## config.mk

```make
export PLATFORM = sky130hd
export DESIGN_NAME = trig_veto_ctrl
export DESIGN_NICKNAME = d
export VERILOG_FILES = /design/src/rtl/trig_pkg.sv /design/src/rtl/trig_sync_edge.sv /design/src/rtl/trig_ctrl_reg.sv /design/src/rtl/trig_veto_latch.sv /design/src/rtl/trig_veto_ctrl.sv
export SDC_FILE = /design/constraint.sdc
export NUM_CORES = 1
export LEC_CHECK = 0
export ABC_AREA = 0
export BUFFER_PORTS_ARGS = -buffer_cell sky130_fd_sc_hd__buf_2
export CAP_MARGIN = 20
export CORE_MARGIN = 2
export CORE_UTILIZATION = 45
export CTS_CLUSTER_SIZE = 10
export DETAILED_ROUTE_END_ITERATION = 8
export HOLD_SLACK_MARGIN = 0.08
export PLACE_DENSITY = 0.75
export SLEW_MARGIN = 40
export SYNTH_ARGS = -nofsm -noshare
export SYNTH_HDL_FRONTEND = slang
export SYNTH_SLANG_ARGS = --single-unit
```

## constraint.sdc

```tcl
create_clock -name clk -period 1.93 [get_ports clk]
set_input_delay 0.386 -clock clk [delete_from_list [all_inputs] [get_ports clk]]
set_output_delay 0.386 -clock clk [all_outputs]
set_load 0.02 [all_outputs]
```

## src/rtl/trig_pkg.sv

```systemverilog
package trig_pkg;

  localparam int DIO_W = 16;

  typedef logic [DIO_W-1:0] dio_word_t;

  // Mask of W ones starting at bit LSB.
  function automatic dio_word_t field_mask(input int lsb, input int w);
    dio_word_t m;
    m = '0;
    for (int i = 0; i < DIO_W; i++) begin
      if (i >= lsb && i < lsb + w) m[i] = 1'b1;
    end
    return m;
  endfunction

  // Input word as seen by the capture logic: loop-back positions come
  // from the output register, the rest from the synchronised pins.
  function automatic dio_word_t merge_loopback(input dio_word_t pins,
                                               input dio_word_t outs,
                                               input dio_word_t lb_mask);
    return (pins & ~lb_mask) | (outs & lb_mask);
  endfunction

  // Next output word: clear bit self-clears, full write, then select reload.
  function automatic dio_word_t next_ctrl_word(input dio_word_t cur,
                                               input logic      wr,
                                               input dio_word_t wdata,
                                               input logic      sel_wr,
                                               input dio_word_t sel_shifted,
                                               input dio_word_t sel_mask,
                                               input int        clr_bit);
    dio_word_t n;
    n = cur;
    n[clr_bit] = 1'b0;
    if (wr) n = wdata;
    if (sel_wr) n = (n & ~sel_mask) | (sel_shifted & sel_mask);
    return n;
  endfunction

endpackage

```

## src/rtl/trig_sync_edge.sv

```systemverilog
module trig_sync_edge
  import trig_pkg::*;
#(
  parameter int STAGES   = 2,
  parameter int EDGE_BIT = 15
) (
  input  logic      clk,
  input  logic      rst_n,
  input  dio_word_t pins_async,
  output dio_word_t pins_sync,
  output logic      rise
);

  logic [STAGES-1:0][DIO_W-1:0] stage_q;
  logic                         edge_prev_q;

  generate
    if (STAGES == 1) begin : g_single
      always_ff @(posedge clk or negedge rst_n) begin
        if (!rst_n) stage_q <= '0;
        else        stage_q[0] <= pins_async;
      end
    end else begin : g_chain
      always_ff @(posedge clk or negedge rst_n) begin
        if (!rst_n) stage_q <= '0;
        else        stage_q <= {stage_q[STAGES-2:0], pins_async};
      end
    end
  endgenerate

  always_ff @(posedge clk or negedge rst_n) begin
    if (!rst_n) edge_prev_q <= 1'b0;
    else        edge_prev_q <= stage_q[STAGES-1][EDGE_BIT];
  end

  assign pins_sync = stage_q[STAGES-1];
  assign rise      = stage_q[STAGES-1][EDGE_BIT] & ~edge_prev_q;

endmodule

```

## src/rtl/trig_ctrl_reg.sv

```systemverilog
module trig_ctrl_reg
  import trig_pkg::*;
#(
  parameter int CLR_BIT = 0,
  parameter int SEL_LSB = 1,
  parameter int SEL_W   = 5
) (
  input  logic             clk,
  input  logic             rst_n,
  input  logic             wr_en,
  input  dio_word_t        wr_data,
  input  logic             sel_wr_en,
  input  logic [SEL_W-1:0] sel_data,
  output dio_word_t        out_q,
  output logic             clr_pulse
);

  localparam dio_word_t SEL_MASK = field_mask(SEL_LSB, SEL_W);

  dio_word_t sel_shifted;
  dio_word_t out_d;

  always_comb begin
    sel_shifted = dio_word_t'(sel_data) << SEL_LSB;
    out_d = next_ctrl_word(out_q, wr_en, wr_data, sel_wr_en,
                           sel_shifted, SEL_MASK, CLR_BIT);
  end

  always_ff @(posedge clk or negedge rst_n) begin
    if (!rst_n) out_q <= '0;
    else        out_q <= out_d;
  end

  assign clr_pulse = out_q[CLR_BIT];

endmodule

```

## src/rtl/trig_veto_latch.sv

```systemverilog
module trig_veto_latch
  import trig_pkg::*;
(
  input  logic      clk,
  input  logic      rst_n,
  input  logic      rise,
  input  logic      clr_pulse,
  input  dio_word_t cap_word,
  output logic      accept,
  output logic      veto,
  output logic      event_valid,
  output dio_word_t event_word
);

  assign accept = rise & ~veto;

  always_ff @(posedge clk or negedge rst_n) begin
    if (!rst_n) begin
      veto        <= 1'b0;
      event_valid <= 1'b0;
      event_word  <= '0;
    end else begin
      // set has priority over release
      if (accept)         veto <= 1'b1;
      else if (clr_pulse) veto <= 1'b0;
      event_valid <= accept;
      if (accept) event_word <= cap_word;
    end
  end

endmodule

```

## src/rtl/trig_veto_ctrl.sv

```systemverilog
module trig_veto_ctrl
  import trig_pkg::*;
#(
  parameter int SYNC_STAGES = 2,
  parameter int TRIG_BIT    = 15,
  parameter int CLR_BIT     = 0,
  parameter int SEL_LSB     = 1,
  parameter int SEL_W       = 5,
  parameter int LOOP_LSB    = 1,
  parameter int LOOP_W      = 10
) (
  input  logic             clk,
  input  logic             rst_n,
  input  logic [15:0]      pin_in,
  input  logic             wr_en,
  input  logic [15:0]      wr_data,
  input  logic             sel_wr_en,
  input  logic [SEL_W-1:0] sel_data,
  output logic [15:0]      out_word,
  output logic             veto,
  output logic             event_valid,
  output logic [15:0]      event_word
);

  localparam dio_word_t LOOP_MASK = field_mask(LOOP_LSB, LOOP_W);

  // Named internal events, visible to the bound checker.
  dio_word_t pins_sync;
  dio_word_t cap_word;
  logic      trig_rise;
  logic      trig_accept;
  logic      clr_pulse;

  trig_sync_edge #(
    .STAGES   (SYNC_STAGES),
    .EDGE_BIT (TRIG_BIT)
  ) u_sync (
    .clk        (clk),
    .rst_n      (rst_n),
    .pins_async (pin_in),
    .pins_sync  (pins_sync),
    .rise       (trig_rise)
  );

  trig_ctrl_reg #(
    .CLR_BIT (CLR_BIT),
    .SEL_LSB (SEL_LSB),
    .SEL_W   (SEL_W)
  ) u_ctrl (
    .clk       (clk),
    .rst_n     (rst_n),
    .wr_en     (wr_en),
    .wr_data   (wr_data),
    .sel_wr_en (sel_wr_en),
    .sel_data  (sel_data),
    .out_q     (out_word),
    .clr_pulse (clr_pulse)
  );

  assign cap_word = merge_loopback(pins_sync, out_word, LOOP_MASK);

  trig_veto_latch u_veto (
    .clk         (clk),
    .rst_n       (rst_n),
    .rise        (trig_rise),
    .clr_pulse   (clr_pulse),
    .cap_word    (cap_word),
    .accept      (trig_accept),
    .veto        (veto),
    .event_valid (event_valid),
    .event_word  (event_word)
  );

endmodule

```

# After elaboration in Yosys (flattened, before gate mapping)
# Cells that the tools add are included.
# W data, S select, Z words.
[word_totals]
out_inout_bits = 34
register_bits = 67
input_bits = 41
wordCells = 20
[op_classes]
bitwise_logic = 6
n_reduce_logical = 2
muxes = 4
[ops]
columns = ["operator", "count"]
rows = [
  ["$mux W16", 2],
  ["$or A16 B11 Y16", 1],
  ["$or A16 B6 Y16", 1],
  ["$reduce_bool A2 Y1", 2],
  ["$and A1 B1 Y1", 2],
  ["$mux W1", 2],
  ["$not A1 Y1", 2],
]

# Depth between registers and ports, before layout
[logic_depth]
depth_word = 4
ltp_mapped = 4
depth_no_buf = 2

# Hierarchy
# Synthesis repeated with hierarchy kept, for this count alone.
[unflattened]
hier_cells = 135
hier_area_um2 = 2344.7
[modules_own_cells]
columns = ["module", "instances", "seq_area_each_um2", "area_per_inst_um2", "cells_each"]
rows = [
  ["trig_sync_edge", 1, 825.8, 959.7, 50],
  ["trig_veto_latch", 1, 450.4, 713.2, 39],
  ["trig_ctrl_reg", 1, 400.4, 671.9, 46],
]

# Worst setup path after synthesis
# Ideal clock, no wire load.
[synth_path]
kind = "reg2reg"
startpoint = "register u_veto.veto"
endpoint = "register u_veto.event_word[10]"
arrival_time_ps = 1220
path_slack_ps = 585
required_time_ps = 1805
n_path_buf = 2
setup_ps = 125
synth_period_minus_slack_ps = 1345
path_stages_with_launch = 5
path_cell_list = "dfrtp_1 > nor3b_2 > buf_6 > buf_12 > mux2_4"
[synth_between]
elab_chain_len = 2
[synth_rtl]
columns = ["item", "line_no", "rtl"]
rows = [
  ["start, declared", "trig_veto_latch.sv:10", "output logic veto,"],
  ["start signal, assigned", "trig_veto_latch.sv:19", "veto <= 1'b0;"],
  ["start signal, assigned", "trig_veto_latch.sv:24", "if (accept) veto <= 1'b1;"],
  ["start signal, assigned", "trig_veto_latch.sv:25", "else if (clr_pulse) veto <= 1'b0;"],
  ["$not A1 Y1", "trig_veto_latch.sv:15", "assign accept = rise & ~veto;"],
  ["$and A1 B1 Y1", "trig_veto_latch.sv:15", ""],
  ["via trig_accept", "trig_veto_ctrl.sv:31", "logic trig_accept;"],
  ["end signal, assigned", "trig_veto_latch.sv:27", "if (accept) event_word <= cap_word;"],
  ["end, declared", "trig_veto_latch.sv:12", "output dio_word_t event_word"],
]
# The timed path passes the listed nets, and every way through them passes these cells.
# A chain may end at the register's enable or synchronous reset.

# Worst setup path after layout
[layout_path]
startpoint = "register u_veto.veto"
endpoint = "register u_veto.event_word[5]"
[layout_between]
elab_chain_len = 2
[layout_rtl]
columns = ["item", "line_no"]
rows = [
  ["$not A1 Y1", "trig_veto_latch.sv:15"],
  ["$and A1 B1 Y1", "trig_veto_latch.sv:15"],
]
# Every way passes these cells.

==> impl_metrics.json <==
{
  "synth.largest_area_cell": "sky130_fd_sc_hd__dfrtp_1",
  "fin_crit_ns": 1.47,
  "synth_top_area_frac": 0.673,
  "clk_latency_ns": 0.29,
  "worst_path_max_fanout": 13,
  "crit_path_max_incr_delay_ns": 0.42,
  "clock_skew_ns": 0.00595,
  "cts_post_setup_buffers_inserted": 0,
  "synth_flop_cell": "sky130_fd_sc_hd__dfrtp_1",
  "worstMarginPinSlew_ns": 0.496,
  "holdPathEnd": "u_sync.stage_q[14]$_DFF_PN0_",
  "setup_total_negative_slack_ns": 0,
  "power.ir.vdd_worst_v": 0.000680,
  "antennaDiodeCount": 0,
  "place_inst": 206,
  "drtPass1Iterations": 4,
  "use_met1": 0.189,
  "grt_use_total": 0.159,
  "cts.reportedPaths.clkPinSlew_ns": 0.08,
  "postSynthAreaPerCell_um2": 16.2,
  "postRouteWirelength_um": 2940,
  "grt_setup_unrepaired": "false",
  "maxSlewHeadroom": 0.670,
  "ys_seq_area_frac": 0.673,
  "critical_path_arrival_ns": 1.64,
  "achievable-frequency_mhz": 681,
  "cts-root-buf": "sky130_fd_sc_hd__clkbuf_8",
  "met2_usage": 0.253,
  "p_leak_nw": 1.08,
  "area_enclosed_by_the_die_boundary_um2": 4400,
  "synthMostInstantiatedCell": "sky130_fd_sc_hd__dfrtp_1",
  "r2r_cells": 3,
  "setup.reg_to_reg.worst_slack_ns": 0.46,
  "hold_path_class": "in2reg",
  "timing_max_transition_violations_final": 0,
  "placement_rows": 22,
  "syn_nets": 149,
  "multi_input_comb_area_um2": 442,
  "num_io_pins": 75,
  "timing_worst_setup_path_type": "reg2reg",
  "postCtsResizedCells": 0,
  "ys.warnings.count": 0,
  "cts_buffer_count": 5,
  "finalNonFillerCells": 215,
  "ys_top_cells_by_area": "sky130_fd_sc_hd__dfrtp_1, sky130_fd_sc_hd__mux2_2, sky130_fd_sc_hd__mux2_4",
  "drc": 0,
  "timing.max_cap.violations": 0,
  "numPortBuffers": 64,
  "start_util": 0.474,
  "global_route.overflow_total": 0,
  "rr_startpoint": "u_veto.veto$_DFFE_PN0P_",
  "critPathLaunchType": "flop",
  "final_core_util": 0.592,
  "ys_top_cells_by_count": "sky130_fd_sc_hd__dfrtp_1, sky130_fd_sc_hd__mux2_2, sky130_fd_sc_hd__buf_4",
  "cts_num_sinks": 47,
  "regToRegEndpoint": "u_veto.event_word[5]$_DFFE_PN0P_",
  "use_met3": 0.0562,
  "finalSetupViolations": 0,
  "postSynthRegisterBits": 47,
  "detail-route-antenna-nets": 0,
  "grt_first_pass_wirelength_um": 4960,
  "final_min_period_over_clock_period": 0.761,
  "top_usage_layer": "met2",
  "synth_edf_count": 0,
  "grt_start_max_net_pins": 27,
  "dieWidth_um": 66.3,
  "fp.coreArea_um2": 3690,
  "starting_drt_drc_count": 37,
  "final.setup.worst_slack_ns": 0.462,
  "worst_path_max_delay_cell": "sky130_fd_sc_hd__dfrtp_1",
  "layout.nets": 207,
  "number_of_antenna_violations_at_the_first_check_in_global_routing": 0,
  "worstPathRequired_ns": 2.11,
  "detail_route.wl_per_cell_um": 13.7,
  "hold_viol_final": 0,
  "first_global_vias": 1096,
  "dp_hpwl_um": 2240,
  "critical-path-top-delay-family": "flip-flops",
  "finalPower_mw": 2.62,
  "timing.critical_path.cells": "nor3b_4 -> buf_12 -> mux2_2",
  "nFillCells": 313,
  "register_area_um2": 1180,
  "dr_total_vias": 1002,
  "powerDensity_nw_per_um2": 1200,
  "postSynthCellCount": 108,
  "gp_congestion": 0.766,
  "worst_hold_startpoint": "pin_in[14]",
  "clock_tree.buffer_depth": 2,
  "cell_area_synth_um2": 1750,
  "post_drt_via_cell_ratio": 4.66,
  "asyncSetResetFlopFracSynth": 1.00,
  "synthDistinctLibCells": 15,
  "post_route_cells_drive_above_1_share": 0.605,
  "endpoint_kind": "flop",
  "status": "completed",
  "clock_tree_from_tritoncts": "built",
  "worst_hold_path.num_cells": 1,
  "flow.area_growth_from_synthesis_pct": 25.0,
  "floorplan.die.height_um": 66.3,
  "dp_slack_ns": 0.463,
  "ctsHtreeMaxLevel": 2,
  "worstPathBufferInverterCount": 1
}
## power breakdown
group	switching [mW]	internal, mW	total, mW	leakage (nW)
Combinational	0.315	0.264	0.579	0.464
Clock	0.302	0.517	0.819	0.0654
Sequential	0.0830	1.14	1.22	0.554
## worst max path at each step
| stage | from | endpoint | slack, ns | depth (start not counted) |
|---|---|---|---|---|
| final | u_veto.veto$_DFFE_PN0P_ | u_veto.event_word[5]$_DFFE_PN0P_ | 0.46 | 3 |
| after global routing | u_veto.veto$_DFFE_PN0P_ | u_veto.event_word[5]$_DFFE_PN0P_ | 0.38 | 3 |
| after CTS | u_veto.veto$_DFFE_PN0P_ | u_veto.event_word[5]$_DFFE_PN0P_ | 0.45 | 3 |
| after detailed placement | u_veto.veto$_DFFE_PN0P_ | u_veto.event_word[5]$_DFFE_PN0P_ | 0.46 | 3 |
| after global placement | u_veto.veto$_DFFE_PN0P_ | u_veto.event_word[7]$_DFFE_PN0P_ | 0.47 | 3 |
| after floorplan | u_veto.veto$_DFFE_PN0P_ | u_veto.event_word[10]$_DFFE_PN0P_ | 0.58 | 4 |
## final cells by class
type,count,share of cell area
Sequential cell,47,0.538
Multi-Input combinational cell,44,0.202
Timing Repair Buffer,67,0.170
Clock buffer,6,0.0332
Clock inverter,2,0.0275
Tap cell,48,0.0275
Inverter,1,0.00172
## per-layer routing
metal  wire length, µm  vias up  share of wire
met4                83        0          0.028
met2              1540       34           0.52
met1              1150      494           0.39
li1                  -      465              -
met3               164        9          0.056
met5                 0        -              0
## cells in the final DEF, fill, tap and decap left out, drive strengths merged
cell / instances
o21ai: 5
or2: 1
nor3b: 1
bufinv: 2
dlygate4sd3: 1
mux2: 25
buf: 66
a21o: 1
mux2i: 5
nand2: 5
and2: 1
inv: 1
dfrtp: 47
clkbuf: 6
## cells by family after synthesis
kind of cell    synth area share
mux                        0.205
buf+inv                   0.0780
compound gates            0.0193
simple gates              0.0251
flops                      0.673
## per-stage QoR
| step | cell area, µm² | hold slack (ns) |
|---|---|---|
| 2_1_floorplan | 1750 | 0.0904 |
| 3_3_place_gp | 2040 | 0.335 |
| 3_5_place_dp | 2040 | 0.336 |
| 5_1_grt | 2180 | 0.164 |
| 6_report | 2180 | 0.193 |
| 4_1_cts | 2180 | 0.187 |
## repair_timing
| item | 4_1_cts | 5_1_grt |
|---|---|---|
| hold endpoints to repair | 21 | 0 |
| hold buffers | 1 | 0 |
| endpoints found under the setup margin | 0 | 0 |
(Power assumes the default switching activity.)
